--- src/rtl/ist_pkg.sv ---
package ist_pkg;
  localparam int unsigned DEF_LEVELS = 3;
  localparam int unsigned LVL_LO = 0;
  localparam int unsigned LVL_HI = 1;
  localparam int unsigned LVL_PF = 2;
endpackage

--- src/rtl/ist_msb_onehot.sv ---
// One-hot of the most significant set bit (bit N-1 = most urgent level).
module ist_msb_onehot #(
  parameter int unsigned N = 3
) (
  input  logic [N-1:0] vec_i,
  output logic [N-1:0] hot_o
);
  for (genvar l = 0; l < N; l++) begin : g_bit
    if (l == N - 1) begin : g_top
      assign hot_o[l] = vec_i[l];
    end else begin : g_low
      assign hot_o[l] = vec_i[l] & ~|vec_i[N-1:l+1];
    end
  end
endmodule

--- src/rtl/ist_takeable.sv ---
// Level l may preempt only if nothing at l or above is in service.
module ist_takeable #(
  parameter int unsigned N = 3
) (
  input  logic [N-1:0] isv_i,
  output logic [N-1:0] tk_o
);
  for (genvar l = 0; l < N; l++) begin : g_lvl
    assign tk_o[l] = ~|isv_i[N-1:l];
  end
endmodule

--- src/rtl/ist_state.sv ---
module ist_state #(
  parameter int unsigned N = 3
) (
  input  logic         clk_i,
  input  logic         rst_ni,
  input  logic         reti_i,
  input  logic [N-1:0] taken_i,
  output logic [N-1:0] isv_o
);
  logic [N-1:0] isv_q;
  logic [N-1:0] top_hot;
  logic [N-1:0] clr_mask;

  ist_msb_onehot #(.N(N)) u_top (.vec_i(isv_q), .hot_o(top_hot));

  assign clr_mask = reti_i ? top_hot : '0;

  always_ff @(posedge clk_i or negedge rst_ni) begin
    if (!rst_ni) isv_q <= '0;
    else         isv_q <= (isv_q & ~clr_mask) | taken_i;
  end

  assign isv_o = isv_q;

  // a return retires exactly one level
  a_r7_single_clear: assert property (@(posedge clk_i) disable iff (!rst_ni)
    (reti_i && taken_i == '0 && isv_q != '0) |=>
      ($countones(isv_q) == $countones($past(isv_q)) - 1));

  a_r7_empty_return: assert property (@(posedge clk_i) disable iff (!rst_ni)
    (reti_i && taken_i == '0 && isv_q == '0) |=> (isv_q == '0));
endmodule

--- src/rtl/ist_tracker.sv ---
module ist_tracker
  import ist_pkg::*;
#(
  parameter int unsigned NUM_LEVELS = DEF_LEVELS
) (
  input  logic                  clk_i,
  input  logic                  rst_ni,
  input  logic [NUM_LEVELS-1:0] req_i,
  input  logic                  reti_i,
  output logic [NUM_LEVELS-1:0] in_service_o,
  output logic [NUM_LEVELS-1:0] takeable_o,
  output logic [NUM_LEVELS-1:0] taken_o
);
  logic [NUM_LEVELS-1:0] isv;
  logic [NUM_LEVELS-1:0] tk;
  logic [NUM_LEVELS-1:0] req_top;

  ist_takeable #(.N(NUM_LEVELS)) u_tk (.isv_i(isv), .tk_o(tk));

  // Only the most urgent request competes; lower ones are dropped.
  ist_msb_onehot #(.N(NUM_LEVELS)) u_req (.vec_i(req_i), .hot_o(req_top));

  assign taken_o = req_top & tk;

  ist_state #(.N(NUM_LEVELS)) u_st (
    .clk_i  (clk_i),
    .rst_ni (rst_ni),
    .reti_i (reti_i),
    .taken_i(taken_o),
    .isv_o  (isv)
  );

  assign in_service_o = isv;
  assign takeable_o   = tk;

  a_r5_onehot: assert property (@(posedge clk_i) disable iff (!rst_ni)
    $onehot0(taken_o));

  a_r5_sets_bit: assert property (@(posedge clk_i) disable iff (!rst_ni)
    (taken_o != '0) |=> ((in_service_o & $past(taken_o)) == $past(taken_o)));

  a_r6_ignored: assert property (@(posedge clk_i) disable iff (!rst_ni)
    (taken_o == '0 && !reti_i) |=> $stable(in_service_o));

  a_r3_low_blocked: assert property (@(posedge clk_i) disable iff (!rst_ni)
    (in_service_o[LVL_HI] || in_service_o[LVL_PF]) |-> !takeable_o[LVL_LO]);

  a_r4_low_self: assert property (@(posedge clk_i) disable iff (!rst_ni)
    in_service_o[LVL_LO] |-> !takeable_o[LVL_LO]);

  a_r2_pf_blocks_all: assert property (@(posedge clk_i) disable iff (!rst_ni)
    in_service_o[LVL_PF] |-> (takeable_o == '0));
endmodule

--- config.mk ---
export PLATFORM = sky130hd
export DESIGN_NAME = ist_tracker
export DESIGN_NICKNAME = d
export VERILOG_FILES = /design/src/rtl/ist_pkg.sv /design/src/rtl/ist_msb_onehot.sv /design/src/rtl/ist_takeable.sv /design/src/rtl/ist_state.sv /design/src/rtl/ist_tracker.sv
export SDC_FILE = /design/constraint.sdc
export NUM_CORES = 1
export LEC_CHECK = 0
export ABC_AREA = 1
export BUFFER_PORTS_ARGS = -buffer_cell sky130_fd_sc_hd__buf_2
export CORE_AREA = 2 2 39 41
export DETAILED_ROUTE_END_ITERATION = 12
export DIE_AREA = 0 0 41 43
export MAX_ROUTING_LAYER = met4
export PLACE_DENSITY = 0.38
export SYNTH_ARGS = -nofsm -noshare
export SYNTH_HDL_FRONTEND = slang
export SYNTH_SLANG_ARGS = --single-unit
--- constraint.sdc ---
create_clock -name clk_i -period 0.9 [get_ports clk_i]
set_input_delay 0.18 -clock clk_i [delete_from_list [all_inputs] [get_ports clk_i]]
set_output_delay 0.18 -clock clk_i [all_outputs]
set_load 0.02 [all_outputs]
==> results of run 1 <==
[cell families after synthesis]
family                 count (synthesis)  share of synthesized area (%)
and+or+nand+nor                       14                           38.5
buffers and inverters                  8                           16.8
DFF                                    3                           42.0
AOI/OAI and AO/OA                      1                           2.79
[where the power goes]
part	internal [mW]	switching (mW)
combinational	0.347	0.278
sequential	0.170	0.0424
clock	0.166	0.0648
[cells in the final DEF, fill, tap and decap left out, drive strengths merged]
cell,instances
inv,8
o21ai,1
nand2,10
nand3,1
dlygate4sd3,1
clkbuf,4
nor2,3
buf,32
dfrtp,3
[final timing paths]
check / from / to / cells past startpoint
min reg2reg: u_st.isv_o[0] / u_st.isv_o[0] / 3
max: u_st.isv_o[2] / taken_o[0] / 6
min: reti_i / u_st.isv_o[2] / 2
min in group asynchronous: rst_ni / u_st.isv_o[0] / 2
max reg2reg: u_st.isv_o[2] / u_st.isv_o[0] / 8
max in group asynchronous: rst_ni / u_st.isv_o[2] / 2
[worst max-delay path, stage by stage (launching register included)]
cell and delay [ns]:
dfrtp_2 0.44, inv_4 0.08, nand2_4 0.05, nor2_4 0.08
nand2_2 0.06, inv_2 0.05, buf_6 0.10
[timing repair]
action / 4_1_cts / 5_1_grt
hold buffers: 1 / 0
buffers inserted: 5 / 8
gates cloned: 0 / 0
hold endpoints to repair: 3 / 0
setup endpoints to repair: 11 / 12
gates resized for setup: 22 / 10
pin swaps: 0 / 5
[layout make-up]
type	count	area, µm²	area share [%]
clock buffer	4	26.3	4.72
multi-input combinational	15	113	20.2
inverter	8	32.5	5.84
sequential	3	77.6	13.9
timing repair buffer	33	288	51.7
tap	16	20.0	3.60
[metal layers]
| layer | vias to the layer above | GRT usage [%] |
|---|---|---|
| met4 | 0 | 10.0 |
| met2 | 6 | 12.5 |
| met5 | - | - |
| met1 | 125 | 7.77 |
| met3 | 0 | 1.57 |
| li1 | 145 | - |
[metrics by stage]
step / hold WS [ns] / power [mW] / setup TNS [ns] / instance area, µm²
2_1_floorplan: -0.116 / 0.425 / -0.660 / 199
3_3_place_gp: -0.0212 / 0.590 / -0.520 / 349
3_5_place_dp: -0.0211 / 0.591 / -0.541 / 349
4_1_cts: 0.156 / 0.973 / -2.88 / 478
5_1_grt: 0.197 / 1.13 / -3.68 / 557
6_report: 0.193 / 1.07 / -3.30 / 557
==> metrics.txt, run 1 <==
synthesized area=~180 µm²; sequential share of the synthesized area=42.0%; Syn Inst Count=26; Final Skew=roughly 0.0019 ns; global-route wire length before repair=931 µm; Fill cells=147; die area=1760 µm²; failing checks=negative setup slack; Starting Density=between 10% and 20%; fin util=around two fifths; flop2flop setup slack=-0.24 ns; metal3 WL=29 µm; most numerous cell in the Yosys netlist=nand2_1; post-synth top area cell=dfrtp_1; final critical path time including I/O delays and setup=between 1 and 1.5 ns; DIE HEIGHT=43 µm; placed insts=64; Die W=between 40 and 50 µm; Max clock buf depth=2; Final ANT Viol Nets=0; Synth area leaders=dfrtp_1 42%, nand2_1 17%, inv_1 15%; Top-Level Pins=15; Synth cell types=10; number of DRC markers in iteration 0=0; met2 WL=~400 µm; startpoint class of the critical path=flip-flop; Leak=0.320 nW; max reg flops=3; FMAX=around 790 MHz; wire per inst=~8.1 µm; FF+latch count, synth=3; syn nets=32; non-filler instance count after layout=79; root buffer cell=clkbuf_4; final worst slack=-0.371 ns; Tcrit/Tclk final=141%; Slew Viols, Final=0; CP arrival=around 1.1 ns; worst hold-check path type=input pin to flip-flop; routability congestion estimate=between 0.6 and 0.7; PwrDens=between 1500 and 2000 nW/µm²; Final Hold Viols=0; crit-path max FO=3; FP Rows=14; status=finished, violations left; Top Metal Used=met3; layout cell share with drive strength beyond 1=roughly 83%; unrepaired setup endpoints after global routing=yes; Sink Count=3; largest net degree at the start of global routing=4; DP Worst Slack=-0.180 ns; GR Overflow Total=0; GRT Total Usage=8.45%; met1 WL=between 200 and 250 µm; EDFF count, synth=0; synthesized area per cell=6.88 µm²; Max-slew headroom=about 90%; setup violators final=12; via count=~280; CP Class=flip-flop to primary output; endpoint type of the worst setup path=primary output; Worst-path clk slew=0.03 ns; worst slew pin tran=approximately 0.13 ns; Vias/cell=about 3.5; clock insertion delay at the later pin of the skew report=~0.23 ns; n_diodes=0; CTS tree=yes; Core Footprint=between 1000 and 1500 µm²; area grow syn2layout=211%; Post-synth top cells=8 x nand2_1, 7 x inv_1, 3 x dfrtp_1; TritonCTS Buffers=3; total iterations of the first detailed-routing run=1; Residual DRC=0; Layout Nets=70; Syn. warnings=0; Peak VDD IR=~0.65 mV; H-tree levels=1; vias in the first global route=approximately 280; DRT Wirelength=around 640 µm; ys async rst share=100%; IO Port Bufs=14; required time of the critical path=roughly 0.72 ns; top cell type's share of synthesized area=42.0%; Post-synth top flop=dfrtp_1; initial antenna violation count=0; Max Cap Viol=0
(Power assumes the default switching activity.)
==> inputs of run 2 (changes only) <==
--- a/config.mk
+++ b/config.mk
@@ -7,11 +7,13 @@
 export LEC_CHECK = 0
 export ABC_AREA = 1
 export BUFFER_PORTS_ARGS = -buffer_cell sky130_fd_sc_hd__buf_2
+export CAP_MARGIN = 0
 export CORE_AREA = 2 2 39 41
 export DETAILED_ROUTE_END_ITERATION = 12
 export DIE_AREA = 0 0 41 43
 export MAX_ROUTING_LAYER = met4
 export PLACE_DENSITY = 0.38
+export SETUP_SLACK_MARGIN = 0.4
 export SYNTH_ARGS = -nofsm -noshare
 export SYNTH_HDL_FRONTEND = slang
 export SYNTH_SLANG_ARGS = --single-unit
==> run 2 against run 1 <==
The flow still finishes with violations (negative setup slack). First-iteration DRC count unchanged. Sequential power about the same. Final area down 7.2%. Critical path type unchanged. Largest cell class unchanged. Largest power group unchanged.
==> metrics.txt, run 2 (synthesized netlist as in run 1, its figures left out) <==
status=finished, violations left; failing checks=negative setup slack; clock insertion delay at the later pin of the skew report=0.23 ns (about the same); Fill cells=159 (+8.2%); FP Rows=14 (unchanged); area grow syn2layout=189%; routability congestion estimate=0.683 (-2.3%); IO Port Bufs=14 (unchanged); HPWL after detailed placement=426 µm; flop2flop setup slack=-0.16 ns (+0.08 ns); crit path launch=u_st.isv_o[2]; final critical path time including I/O delays and setup=1.27 ns (-0.00185 ns); number of DRC markers in iteration 0=0 (unchanged); global-route wire length before repair=917 µm (-1.5%); Sink Count=3 (unchanged); Final Hold Viols=0 (unchanged); DIE HEIGHT=43 µm (unchanged); initial antenna violation count=0 (unchanged); die area=1760 µm² (unchanged); Max-slew headroom=91.2% (about the same); Core Footprint=1380 µm² (unchanged); Slew Viols, Final=0 (unchanged); most frequent cells in the layout=13 x buf_6, 9 x buf_4, 6 x buf_2; CTS tree=yes; CP arrival=1.09 ns (about the same); final hold slack=0.157 ns (-0.0357 ns); Final Skew=0.000530 ns (-0.00137 ns); slowest library cell on the worst path=dfrtp_2; Max clock buf depth=2 (unchanged); Peak VDD IR=0.958 mV (+47%); CP peak stage delay=0.43 ns (about the same); GR Overflow Total=0 (unchanged); Buf/Inv on CP=3 (unchanged); r2r startpoint=u_st.isv_o[2]; Max Cap Viol=0 (unchanged); setup violators final=11 (-1); Layout Nets=66 (-5.7%); FMAX=788 MHz (+0.15%); Die W=41 µm (unchanged); Worst-path clk slew=0.04 ns (about the same); unrepaired setup endpoints after global routing=yes; Tcrit/Tclk final=141% (-0.21 points); Top-Level Pins=15 (unchanged); DRT Wirelength=588 µm (-8.1%); required time of the critical path=0.72 ns (about the same); CP Cell Sequence=inv_4, nand2_4, nor2_4, nand2_2, inv_2, buf_6; CP Class=flip-flop to primary output; via count=260 (-5.8%); Starting Density=12.9% (unchanged); area occupied by multi-input gates=105 µm² (-6.7%); Worst path top cell family by delay=flip-flops; commonest non-fill, non-tap cell in the layout=buf_6; crit-path max FO=3 (unchanged); Crit path depth=6 (unchanged); layout cell share with drive strength beyond 1=81.4% (-1.2 points); reg2reg path depth=7 (-1); TritonCTS Buffers=3 (unchanged); max reg flops=3 (unchanged); Leak=0.291 nW (-9.0%); vias in the first global route=258 (-6.9%); largest net degree at the start of global routing=4 (unchanged); wire per inst=7.84 µm (-3.2%); worst slew pin tran=0.132 ns (-0.000375 ns); Worst Setup EP=taken_o[0]; H-tree levels=1 (unchanged); n_diodes=0 (unchanged); Residual DRC=0 (unchanged); root buffer cell=clkbuf_4; worst hold-check path type=input pin to flip-flop; startpoint class of the critical path=flip-flop; Final ANT Viol Nets=0 (unchanged); final worst slack=-0.369 ns (+0.00185 ns); GRT Total Usage=8.23% (-0.22 points); PwrDens=1990 nW/µm² (+3.7%); R2R Path End=u_st.isv_o[0]; fin util=37.3% (-2.9 points); endpoint type of the worst setup path=primary output; Vias/cell=3.47 (-0.77%); FF/Latch Area=78.8 µm² (+1.6%); total iterations of the first detailed-routing run=1 (unchanged)
[run 2: cell count changes in the layout (fill, tap and decap cells not counted)]
cell | before | now
buf_4 | 12 | 9
buf_6 | 14 | 13
dfrtp_1 | 1 | 0
dfrtp_2 | 2 | 3
nand2_1 | 4 | 5
nand2_4 | 3 | 2
[run 2: through the flow]
step           instance area (µm²)  TNS (ns)  total power, mW  cells  setup slack (ns)
2_1_floorplan                  200    -0.663            0.428     26            -0.261
3_3_place_gp                   358    -0.612            0.604     65            -0.174
3_5_place_dp                   358    -0.614            0.603     65            -0.175
5_1_grt                        517     -3.30             1.10     75            -0.421
4_1_cts                        503     -2.93             1.02     75            -0.383
6_report                       517     -2.84             1.03     75            -0.369
[run 2: cell type report]
cell class                 instances  area share, %
multi-input combinational         15           20.3
inverter                           8           6.30
sequential                         3           15.3
clock buffer                       4           5.08
tap                               16           3.87
timing repair buffer              29           49.2
[run 2: how the worst min path moves through the flow]
| stage | cells past startpoint | end | start |
|---|---|---|---|
| 2_1_floorplan | 0 | u_st.isv_o[0] | rst_ni |
| 3_3_place_gp | 1 | u_st.isv_o[0] | rst_ni |
| 3_5_place_dp | 1 | u_st.isv_o[0] | rst_ni |
| 4_1_cts | 2 | u_st.isv_o[2] | reti_i |
| 5_1_grt | 2 | u_st.isv_o[2] | reti_i |
| 6_report | 2 | u_st.isv_o[2] | reti_i |
[run 2: power by group]
group          internal (mW)  switching [mW]  total, mW
sequential             0.172          0.0420      0.214
clock                  0.166          0.0637      0.230
combinational          0.321           0.263      0.584
[run 2: metal layers]
layer | vias to the layer above | wire, µm | share of wire, % | GRT usage, %
met2 | 5 | 381 | 65 | 13.8
li1 | 137 | - | - | -
met5 | - | 0 | 0 | -
met4 | 0 | 0 | 0 | 6.00
met3 | 0 | 20 | 3.4 | 1.57
met1 | 118 | 185 | 31 | 7.72
[run 2: repair_timing]
action	in CTS	in global routing
hold endpoints to repair	3	0
hold buffers	1	0
cloned	0	0
resized for setup	24	4
setup buffers	5	0
pin swaps	0	1
setup endpoints to repair	12	12
[run 2: worst reg2reg max path: stages (launching register included)]
cell     delay [ns]
dfrtp_2        0.43
inv_4          0.08
nand2_4        0.05
nor2_4         0.08
nand2_2        0.06
buf_4          0.13
buf_4          0.12
nand2_2        0.04
==> inputs of run 3 (changes only) <==
==> constraint.sdc (replaced) <==
create_clock -name clk_i -period 0.9 [get_ports clk_i]
set_input_delay 0.045 -clock clk_i [delete_from_list [all_inputs] [get_ports clk_i]]
set_output_delay 0.045 -clock clk_i [all_outputs]
set_load 0.02 [all_outputs]
==> run 3 against run 2 <==
The flow still finishes with violations (negative setup slack). Count of clock-buffer cells in the layout is the same. Via count fell by 4.6%. Sequential power about the same. Die area is the same. Power rose by 0.90%. Clock power grew 2%. Combinational power is essentially flat. First-iteration DRC count up 1. Critical endpoint unchanged.
==> metrics.txt, run 3 (synthesized netlist as in run 1, its figures left out) <==
CP Class=flip-flop to primary output; commonest non-fill, non-tap cell in the layout=buf_6; IO Port Bufs=14 (unchanged); unrepaired setup endpoints after global routing=yes; Buf/Inv on CP=3 (unchanged); Vias/cell=3.44 (-0.64%); crit path launch=u_st.isv_o[2]; fin util=36.3% (-0.99 points); DRT Wirelength=577 µm (-1.9%); crit-path max FO=3 (unchanged); FP Rows=14 (unchanged); via count=248 (-4.6%); max reg flops=3 (unchanged); vias in the first global route=261 (+1.2%); Slew Viols, Final=0 (unchanged); Die W=41 µm (unchanged); H-tree levels=1 (unchanged); flop2flop setup slack=-0.10 ns (+0.06 ns); worst slew pin tran=0.125 ns (-0.00718 ns); Worst path top cell family by delay=flip-flops; slowest library cell on the worst path=dfrtp_2; Max-slew headroom=91.7% (+0.51 points); PwrDens=2060 nW/µm² (+3.7%); global-route wire length before repair=910 µm (-0.76%); clock insertion delay at the later pin of the skew report=0.23 ns (about the same); hold endpoint=u_st.isv_o[2]; FF/Latch Area=78.8 µm² (unchanged); root buffer cell=clkbuf_4; routability congestion estimate=0.679 (-0.56%); area occupied by multi-input gates=110 µm² (+4.8%); hold_sp=reti_i; required time of the critical path=0.85 ns (+0.13 ns); Max Cap Viol=0 (unchanged); CP peak stage delay=0.43 ns (about the same); Peak VDD IR=0.835 mV (-13%); failing checks=negative setup slack; area grow syn2layout=181%; hold path cells=2 (unchanged); placed insts=59 (-9.2%); Final Hold Viols=0 (unchanged); dpl cell area=313 µm² (-13%); Max clock buf depth=2 (unchanged); FMAX=879 MHz (+12%); Fill cells=155 (-2.5%); setup violators final=11 (unchanged); non-filler instance count after layout=72 (-4.0%); TritonCTS Buffers=3 (unchanged); final worst slack=-0.237 ns (+0.132 ns); Top-Level Pins=15 (unchanged); total iterations of the first detailed-routing run=2 (+1); overall power=1.04 mW (+0.90%); CTS tree=yes; Worst-path clk slew=0.04 ns (about the same); GRT Total Usage=8.14% (-0.086 points); wire per inst=8.01 µm (+2.2%); final critical path time including I/O delays and setup=1.14 ns (-0.132 ns); worst hold-check path type=input pin to flip-flop; setup TNS=-1.64 ns (+1.20 ns); GR Overflow Total=0 (unchanged); startpoint class of the critical path=flip-flop; status=finished, violations left; DP Worst Slack=-0.0468 ns (+0.128 ns); Residual DRC=0 (unchanged); Tcrit/Tclk final=126% (-15 points); Leak=0.279 nW (-4.1%); DIE HEIGHT=43 µm (unchanged); Starting Density=12.9% (unchanged); number of DRC markers in iteration 0=1 (+1); final hold slack=0.0305 ns (-0.127 ns); reg2reg path depth=5 (-2); most frequent cells in the layout=14 x buf_6, 6 x buf_2, 5 x nand2_2, 5 x buf_4, 4 x inv_2; n_diodes=0 (unchanged); Final ANT Viol Nets=0 (unchanged); CP Cell Sequence=inv_4, nand2_4, nor2_4, nand2_2, inv_2, buf_6; Sink Count=3 (unchanged); layout cell share with drive strength beyond 1=83.9% (+2.6 points); r2r startpoint=u_st.isv_o[2]; R2R Path End=u_st.isv_o[1]; endpoint type of the worst setup path=primary output; Final Skew=0.00107 ns (+0.000536 ns); Final Instance Area=503 µm² (-2.7%); Core Footprint=1380 µm² (unchanged); CP arrival=1.09 ns (about the same); initial antenna violation count=0 (unchanged); HPWL after detailed placement=402 µm (-5.7%); Layout Nets=63 (-4.5%); largest net degree at the start of global routing=4 (unchanged); die area=1760 µm² (unchanged)
==> run 3: timing repair <==
item,in CTS,in global routing
endpoints found under the hold margin,3,0
gates resized for setup,24,7
pin swaps,2,2
buffers inserted,5,3
hold buffers,1,0
endpoints found under the setup margin,12,12
==> run 3: metal layers <==
layer | global-route usage, % | wire length, µm | vias up
li1 | - | - | 132
met1 | 8.09 | 205 | 111
met2 | 12.2 | 347 | 5
met3 | 3.14 | 23 | 0
met4 | 6.00 | 0 | 0
met5 | - | 0 | -
==> run 3: layout make-up <==
class / count / share of cell area (%)
clock buffer: 4 / 5.22
inverter: 8 / 6.47
multi-input combinational: 15 / 21.9
sequential: 3 / 15.7
tap: 16 / 3.98
timing repair buffer: 26 / 46.8
==> run 3: report_power, final <==
| part | switching (mW) | internal [mW] | total (mW) |
|---|---|---|---|
| Combinational | 0.269 | 0.317 | 0.586 |
| Sequential | 0.0447 | 0.172 | 0.217 |
| Clock | 0.0680 | 0.166 | 0.234 |
==> run 3: how the worst max path moves through the flow <==
| stage | end | slack, ns | cells after the start |
|---|---|---|---|
| CTS | taken_o[0] | -0.25 | 6 |
| detailed placement | taken_o[0] | -0.05 | 6 |
| floorplan | taken_o[0] | -0.13 | 5 |
| finish | taken_o[0] | -0.24 | 6 |
| global route | taken_o[0] | -0.29 | 6 |
| global placement | taken_o[0] | -0.05 | 6 |
